==> src/rtl/simsamp_pkg.sv <==
// Shared types for the simultaneous-sampling readout controller.
// Assumes: single clock domain, no other consumers.
package simsamp_pkg;
    typedef enum logic [1:0] {
        S_IDLE,
        S_LEAD,
        S_RUN,
        S_GAP
    } seq_state_t;
endpackage

==> src/rtl/simsamp_seq.sv <==
// Burst sequencer: raises the conversion strobe, divides the system clock
// into the serial clock, counts rising edges and enforces the acquisition gap.
// Assumes: ACQ_CYC >= SCK_HALF, SCK_HALF >= 1, sdo sampled on cap_o cycles.
module simsamp_seq
    import simsamp_pkg::*;
#(
    parameter int NUM_CH     = 6,
    parameter int SLOT_BITS  = 16,
    parameter int SCK_HALF   = 3,
    parameter int ACQ_CYC    = 24,
    parameter int SYS_CLK_PS = 8000,
    parameter int MIN_SCK_PS = 40000
) (
    input  logic                              clk,
    input  logic                              rst_n,
    input  logic                              start_i,
    input  logic [$clog2(NUM_CH+1)-1:0]       nch_i,
    output logic                              conv_o,
    output logic                              sck_o,
    output logic                              cap_o,
    output logic                              clear_o,
    output logic                              done_o,
    output logic                              busy_o
);
    localparam int CHW  = $clog2(NUM_CH + 1);
    localparam int RW   = $clog2(NUM_CH * SLOT_BITS + 1);
    localparam int CMAX = (ACQ_CYC > SCK_HALF) ? ACQ_CYC : SCK_HALF;
    localparam int CW   = $clog2(CMAX + 1);

    seq_state_t     state;
    logic [CW-1:0]  cnt;
    logic [RW-1:0]  rises;
    logic [RW-1:0]  tot;
    logic [RW-1:0]  tot_nx;
    logic [CHW-1:0] n_eff;
    logic           half_end;

    // Parameter sanity: minimum serial clock period and gap length.
    initial begin
        p_min_period_r10: assert (2 * SCK_HALF * SYS_CLK_PS >= MIN_SCK_PS)
            else $error("serial clock period below minimum");
        p_gap_len_r8: assert (ACQ_CYC >= SCK_HALF && SCK_HALF >= 1)
            else $error("acquisition gap shorter than half clock");
    end

    // Decode the requested channel count into the burst length.
    always_comb begin
        n_eff    = (nch_i == '0 || nch_i > CHW'(NUM_CH)) ? CHW'(NUM_CH) : nch_i;
        tot_nx   = RW'(n_eff) * RW'(SLOT_BITS);
        half_end = (cnt == CW'(SCK_HALF - 1));
    end

    // Main sequencer: strobe, clock toggling, edge counting, gap timing.
    always_ff @(posedge clk) begin
        if (!rst_n) begin
            state  <= S_IDLE;
            conv_o <= 1'b0;
            sck_o  <= 1'b0;
            cnt    <= '0;
            rises  <= '0;
            tot    <= '0;
            done_o <= 1'b0;
        end else begin
            done_o <= 1'b0;
            case (state)
                S_IDLE: begin
                    if (start_i) begin
                        state  <= S_LEAD;
                        conv_o <= 1'b1;
                        cnt    <= '0;
                        rises  <= '0;
                        tot    <= tot_nx;
                    end
                end
                S_LEAD: begin
                    if (half_end) begin
                        state <= S_RUN;
                        sck_o <= 1'b1;
                        cnt   <= '0;
                        rises <= RW'(1);
                    end else begin
                        cnt <= cnt + 1'b1;
                    end
                end
                S_RUN: begin
                    if (half_end) begin
                        cnt   <= '0;
                        sck_o <= ~sck_o;
                        if (sck_o) begin
                            conv_o <= 1'b0;
                        end else begin
                            rises <= rises + 1'b1;
                            if (rises == tot - 1'b1) begin
                                state  <= S_GAP;
                                done_o <= 1'b1;
                            end
                        end
                    end else begin
                        cnt <= cnt + 1'b1;
                    end
                end
                default: begin
                    cnt <= cnt + 1'b1;
                    if (half_end) sck_o <= 1'b0;
                    if (cnt == CW'(ACQ_CYC - 1)) state <= S_IDLE;
                end
            endcase
        end
    end

    // Capture strobe on each cycle where the serial clock is about to rise.
    always_comb begin
        cap_o   = half_end && ((state == S_LEAD) || (state == S_RUN && !sck_o));
        clear_o = (state == S_IDLE) && start_i;
        busy_o  = (state != S_IDLE);
    end

    p_conv_needs_start_r2: assert property (@(posedge clk) disable iff (!rst_n)
        $rose(conv_o) |-> ($past(start_i) && $past(state) == S_IDLE));
    p_lead_phase_r2: assert property (@(posedge clk) disable iff (!rst_n)
        (state == S_LEAD) |-> (conv_o && !sck_o));
    p_sck_idle_low_r3: assert property (@(posedge clk) disable iff (!rst_n)
        (state == S_IDLE) |-> !sck_o);
    p_rises_bound_r4: assert property (@(posedge clk) disable iff (!rst_n)
        (state != S_IDLE) |-> (rises <= tot));
    p_done_pulse_r7: assert property (@(posedge clk) disable iff (!rst_n)
        done_o |=> !done_o);
    p_gap_no_conv_r8: assert property (@(posedge clk) disable iff (!rst_n)
        (state == S_GAP) |-> !conv_o);
endmodule

==> src/rtl/simsamp_deser.sv <==
// Slot deserialiser: tracks the bit position inside each 16-bit slot,
// keeps the result window and writes it into the lane of the current channel.
// Assumes: cap_i marks the cycle on which sdo_i holds the next stream bit.
module simsamp_deser #(
    parameter int NUM_CH    = 6,
    parameter int SLOT_BITS = 16,
    parameter int DATA_BITS = 14,
    parameter int MSB_POS   = 0
) (
    input  logic                        clk,
    input  logic                        rst_n,
    input  logic                        clear_i,
    input  logic                        cap_i,
    input  logic                        sdo_i,
    output logic [NUM_CH*DATA_BITS-1:0] data_o,
    output logic [NUM_CH-1:0]           valid_o
);
    localparam int BW  = $clog2(SLOT_BITS);
    localparam int CHW = $clog2(NUM_CH + 1);

    logic [BW-1:0]        bidx;
    logic [CHW-1:0]       ch;
    logic [DATA_BITS-1:0] dsh;
    logic [DATA_BITS-1:0] dsh_nx;
    logic                 in_win;
    logic                 slot_end;

    initial begin
        p_window_fits_r5: assert (MSB_POS + DATA_BITS <= SLOT_BITS)
            else $error("result window exceeds slot");
    end

    // Decide whether the current bit lies in the result window.
    always_comb begin
        in_win   = (bidx >= BW'(MSB_POS)) && (bidx <= BW'(MSB_POS + DATA_BITS - 1));
        dsh_nx   = in_win ? {dsh[DATA_BITS-2:0], sdo_i} : dsh;
        slot_end = cap_i && (bidx == BW'(SLOT_BITS - 1));
    end

    // Bit and channel position tracking plus window shift register.
    always_ff @(posedge clk) begin
        if (!rst_n || clear_i) begin
            bidx <= '0;
            ch   <= '0;
            dsh  <= '0;
        end else if (cap_i) begin
            dsh <= dsh_nx;
            if (slot_end) begin
                bidx <= '0;
                ch   <= ch + 1'b1;
            end else begin
                bidx <= bidx + 1'b1;
            end
        end
    end

    // One result lane and valid flag per channel.
    for (genvar g = 0; g < NUM_CH; g++) begin : g_lane
        always_ff @(posedge clk) begin
            if (!rst_n) begin
                data_o[g*DATA_BITS +: DATA_BITS] <= '0;
                valid_o[g]                       <= 1'b0;
            end else if (clear_i) begin
                valid_o[g] <= 1'b0;
            end else if (slot_end && ch == CHW'(g)) begin
                data_o[g*DATA_BITS +: DATA_BITS] <= dsh_nx;
                valid_o[g]                       <= 1'b1;
            end
        end
    end

    p_ch_bound_r4: assert property (@(posedge clk) disable iff (!rst_n)
        ch <= CHW'(NUM_CH));
    p_valid_cleared_r6: assert property (@(posedge clk) disable iff (!rst_n)
        clear_i |=> (valid_o == '0));
    p_valid_monotone_r6: assert property (@(posedge clk) disable iff (!rst_n)
        !clear_i |=> ((valid_o & $past(valid_o)) == $past(valid_o)));
endmodule

==> src/rtl/simsamp_reader.sv <==
// Top of the readout controller: joins the burst sequencer and the slot
// deserialiser. Assumes sdo_i is already synchronous to clk.
module simsamp_reader #(
    parameter int NUM_CH     = 6,
    parameter int SLOT_BITS  = 16,
    parameter int DATA_BITS  = 14,
    parameter int MSB_POS    = 0,
    parameter int SCK_HALF   = 3,
    parameter int ACQ_CYC    = 24,
    parameter int SYS_CLK_PS = 8000
) (
    input  logic                          clk,
    input  logic                          rst_n,
    input  logic                          start_i,
    input  logic [$clog2(NUM_CH+1)-1:0]   nch_i,
    input  logic                          sdo_i,
    output logic                          conv_o,
    output logic                          sck_o,
    output logic [NUM_CH*DATA_BITS-1:0]   data_o,
    output logic [NUM_CH-1:0]             valid_o,
    output logic                          done_o,
    output logic                          busy_o
);
    logic cap;
    logic clear;

    simsamp_seq #(
        .NUM_CH(NUM_CH), .SLOT_BITS(SLOT_BITS), .SCK_HALF(SCK_HALF),
        .ACQ_CYC(ACQ_CYC), .SYS_CLK_PS(SYS_CLK_PS), .MIN_SCK_PS(40000)
    ) u_seq (
        .clk(clk), .rst_n(rst_n), .start_i(start_i), .nch_i(nch_i),
        .conv_o(conv_o), .sck_o(sck_o), .cap_o(cap), .clear_o(clear),
        .done_o(done_o), .busy_o(busy_o)
    );

    simsamp_deser #(
        .NUM_CH(NUM_CH), .SLOT_BITS(SLOT_BITS), .DATA_BITS(DATA_BITS),
        .MSB_POS(MSB_POS)
    ) u_deser (
        .clk(clk), .rst_n(rst_n), .clear_i(clear), .cap_i(cap), .sdo_i(sdo_i),
        .data_o(data_o), .valid_o(valid_o)
    );

    p_done_with_valid_r7: assert property (@(posedge clk) disable iff (!rst_n)
        done_o |-> (valid_o != '0));
endmodule

==> config.mk <==
export PLATFORM = sky130hd
export DESIGN_NAME = simsamp_reader
export DESIGN_NICKNAME = d
export VERILOG_FILES = /design/src/rtl/simsamp_pkg.sv /design/src/rtl/simsamp_seq.sv /design/src/rtl/simsamp_deser.sv /design/src/rtl/simsamp_reader.sv
export SDC_FILE = /design/constraint.sdc
export NUM_CORES = 1
export LEC_CHECK = 0
export ABC_AREA = 1
export ABC_CLOCK_PERIOD_IN_PS = 2300
export CORE_ASPECT_RATIO = 1.75
export CORE_UTILIZATION = 35
export DETAILED_ROUTE_END_ITERATION = 8
export GPL_ROUTABILITY_DRIVEN = 0
export PLACE_DENSITY = 0.62
export SKIP_LAST_GASP = 1
export SLEW_MARGIN = 10
export SYNTH_ARGS = -nofsm -noshare
export SYNTH_HDL_FRONTEND = slang
export SYNTH_SLANG_ARGS = --single-unit
==> constraint.sdc <==
create_clock -name clk -period 2.3 [get_ports clk]
set_input_delay 0.345 -clock clk [delete_from_list [all_inputs] [get_ports clk]]
set_output_delay 0.345 -clock clk [all_outputs]
set_load 0.03 [all_outputs]
==> impl_metrics.toml, run 1 <==
[place]
placed_cells = 1132
placed_area_um2 = 7236
port_buffers = 100
post-dp-hpwl_um = 11210

[detailed_routing]
drc_errors = 0
drt-total-wl_um = 16380
via_per_inst = 4.737
dr.first_iter.drc_count = 284
drtAntennaViolNets = 0
routedWlPerCell_um = 14.08
drt-pass1-iter-count = 5
vias = 5514

[timing]
drv_slew = 0
period_needed_ns = 2.009
worst_pin_slew_ns = 0.5276
relSlewSlack = 0.6445
fmax_mhz = 497.7
hold_violations = 0
min_period_over_period = 0.8737
tns_ns = 0
clock_skew_ns = 0.01408
finalSetupViolations = 0
grt_setup_unrepaired = "no"
hold_ws_ns = 0.3849

[final_layout]
finalNetCount = 950
nFillCells = 1645
multiInputGateArea_um2 = 2819
drive_gt1_frac = 0.08936
area_growth_pct = 34.57
ff_latch_area_um2 = 2623
final_cell_area_um2 = 7870
diodes = 0
instances_no_fill = 1164

[global_route]
grt_pass1_wl_um = 26250
grt_max_degree = 96
grt_usage = 0.1980
overflow = 0
grt_pass1_vias = 5151
antenna_found_initial = 0

[clock_network]
htreeDepth = 4
cts.path.max_buffers = 2
cts.sinks = 131
cts_tree = "done"
cts_inserted_buffers = 17
cts_setup_buffers = 0
cts.clk_slew.worst_paths_ns = 0.06
clock_latency_ns = 0.42
cts_root_buf = "clkbuf_16"

[run]
cap_violations = 0

[synthesis]
syn_nets = 834
syn_area_per_cell_um2 = 7.211
yosysUniqueCellTypes = 28
ys_seq_area_frac = 0.4484
async_reset_ff_frac = 0
synth_seq_cells = 131
synth.area.top_cells = "dfxtp_1 (45%), nor2_1 (14%), nand2_1 (9.8%)"
synth_top_area_frac = 0.4484
synth.cell_area_um2 = 5848
synth_cells = 811
synth_ff_type = "dfxtp_1"
yosysTopAreaCell = "dfxtp_1"
yosys_warnings = 0
synth_edf_count = 0

[setup_path]
critPathLaunchType = "flip-flop"
crit_type = "reg -> reg"
critPathMaxStageDelay_ns = 0.33
critPathRequiredTime_ns = 2.61
crit_fanout = 15
crit_path_cell_trace = "inv_1 > ha_1 > nand2_1 > a21oi_4 > nand2_4 > buf_4 > nor2_2 > buf_4 > nand3_1 > nand2_1 > nor2_1"
end_kind = "flip-flop"
crit_slowest_cell = "dfxtp_1"
crit_arrival_ns = 2.32

[min_path]
hold_path_class = "in -> reg"

[power_and_ir_drop]
p_leak_nw = 3.296
peakVddDrop_uv = 924.0
powerDensity_nw_per_um2 = 875.1

[die]
num_io_pins = 101
core-area_um2 = 16370
die_area_um2 = 17250
die_w_um = 99.72
start_util = 0.3573
fp-row-count = 62
dieHeight_um = 173

[outcome]
status = "finished, final reports clean"
-- through the flow --
step | power (mW) | setup WS (ns) | utilization
floorplan | 3.536 | 0.2927 | -
global placement | 4.006 | 0.3255 | 0.4421
detailed placement | 4.019 | 0.3096 | 0.4421
CTS | 6.932 | 0.01328 | 0.4807
global route | 7.226 | 0.07989 | 0.4808
finish | 6.887 | 0.2906 | 0.4808
-- timing repair --
item,CTS,global route
endpoints found under the setup margin,0,1
resized for setup,0,1
hold buffers,0,0
-- worst max-delay path, delay by kind of cell (launching register included) --
family          cells  cell delay [ns]
simple gates        6             0.59
buf+inv             3             0.53
flops               1             0.33
fa+ha+maj           1             0.25
compound gates      1             0.22
-- cell type report --
cell class	count	share of cell area
Sequential cell	131	0.3332
Tap cell	224	0.03561
Timing Repair Buffer	138	0.1679
Inverter	52	0.02480
Clock inverter	13	0.02528
Multi-Input combinational cell	587	0.3582
Clock buffer	19	0.05501
-- power by group --
group / switching, mW / total, mW / internal, mW / leakage [nW]
clock network: 1.07 / 2.90 / 1.84 / 0.307
logic: 1.08 / 1.54 / 0.465 / 1.93
registers: 0.0762 / 2.44 / 2.36 / 1.06
total: 2.22 / 6.89 / 4.67 / 3.30
-- synth_stat cells (all sizes together) (6+ instances only) --
cell	count
nor2	217
ha	16
clkbuf	16
nand2	154
buf	25
o21a	6
o21ai	36
inv	52
a21oi	34
dfxtp	131
nand3	100
nor3	9
-- sequential cells by signal, indices dropped and copies added, names as in the netlist --
signal,cells
u_deser.bidx,4
u_deser.ch,3
u_deser.data_o,84
u_deser.dsh,14
u_deser.valid_o,6
u_seq.cnt,5
u_seq.conv_o,1
u_seq.done_o,1
u_seq.rises,7
u_seq.sck_o,1
u_seq.state,2
u_seq.tot,3
-- layout by cell type (no fill, tap or decap), types with 4 or more instances in the layout --
| master | Yosys | routed |
|---|---|---|
| nor2_1 | 211 | 211 |
| buf_4 | 0 | 35 |
| bufinv_16 | 0 | 4 |
| dfxtp_1 | 131 | 131 |
| o21a_1 | 6 | 6 |
| inv_6 | 0 | 4 |
| inv_1 | 52 | 52 |
| nand2_1 | 153 | 152 |
| nor3_4 | 6 | 6 |
| o21ai_1 | 7 | 7 |
| o21ai_0 | 29 | 29 |
| clkinv_4 | 0 | 5 |
| nor2_8 | 5 | 5 |
| ha_1 | 16 | 16 |
| clkdlybuf4s50_1 | 0 | 98 |
| a21oi_1 | 33 | 33 |
| clkbuf_16 | 0 | 17 |
| nand3_1 | 100 | 100 |
-- path summary, 6_finish.rpt --
check | depth (start not counted) | startpoint | endpoint | slack (ns)
max reg2reg | 11 | u_seq.state[0]$_SDFFE_PN0P_ | u_deser.data_o[5]$_SDFFE_PN0P_ | 0.29
max | 11 | u_seq.state[0]$_SDFFE_PN0P_ | u_deser.data_o[5]$_SDFFE_PN0P_ | 0.29
min | 3 | rst_n | u_seq.rises[1]$_SDFFE_PN0P_ | 0.38
min reg2reg | 2 | u_deser.data_o[34]$_SDFFE_PN0P_ | u_deser.data_o[34]$_SDFFE_PN0P_ | 0.48
-- kinds of logic (layout without fill, tap and decap cells) --
logic type                 after synthesis  count (layout)  share of synthesized area
DFF                                    131             131                     0.4484
adders and majority gates               16              16                    0.03423
xor gates and xnor gates                 4               4                   0.005992
buffers and inverters                   93             222                    0.06996
AOI/OAI and AO/OA                       82              82                    0.07745
and+or+nand+nor                        485             485                     0.3639
-- routing by layer --
metal | share of wire | vias to the layer above | GRT usage
li1 | - | 2831 | -
met4 | 0.019 | 0 | 0.07353
met5 | 0 | - | 0
met3 | 0.042 | 23 | 0.04487
met1 | 0.39 | 2532 | 0.2104
met2 | 0.55 | 128 | 0.3704
No activity file was read; power rests on OpenSTA's default activity.
==> inputs of run 2 (changes only) <==
Settings changed: CTS_CLUSTER_SIZE set to 28.
==> results of run 2 <==
The final DEF is identical to that of run 1; final timing and power are the same.
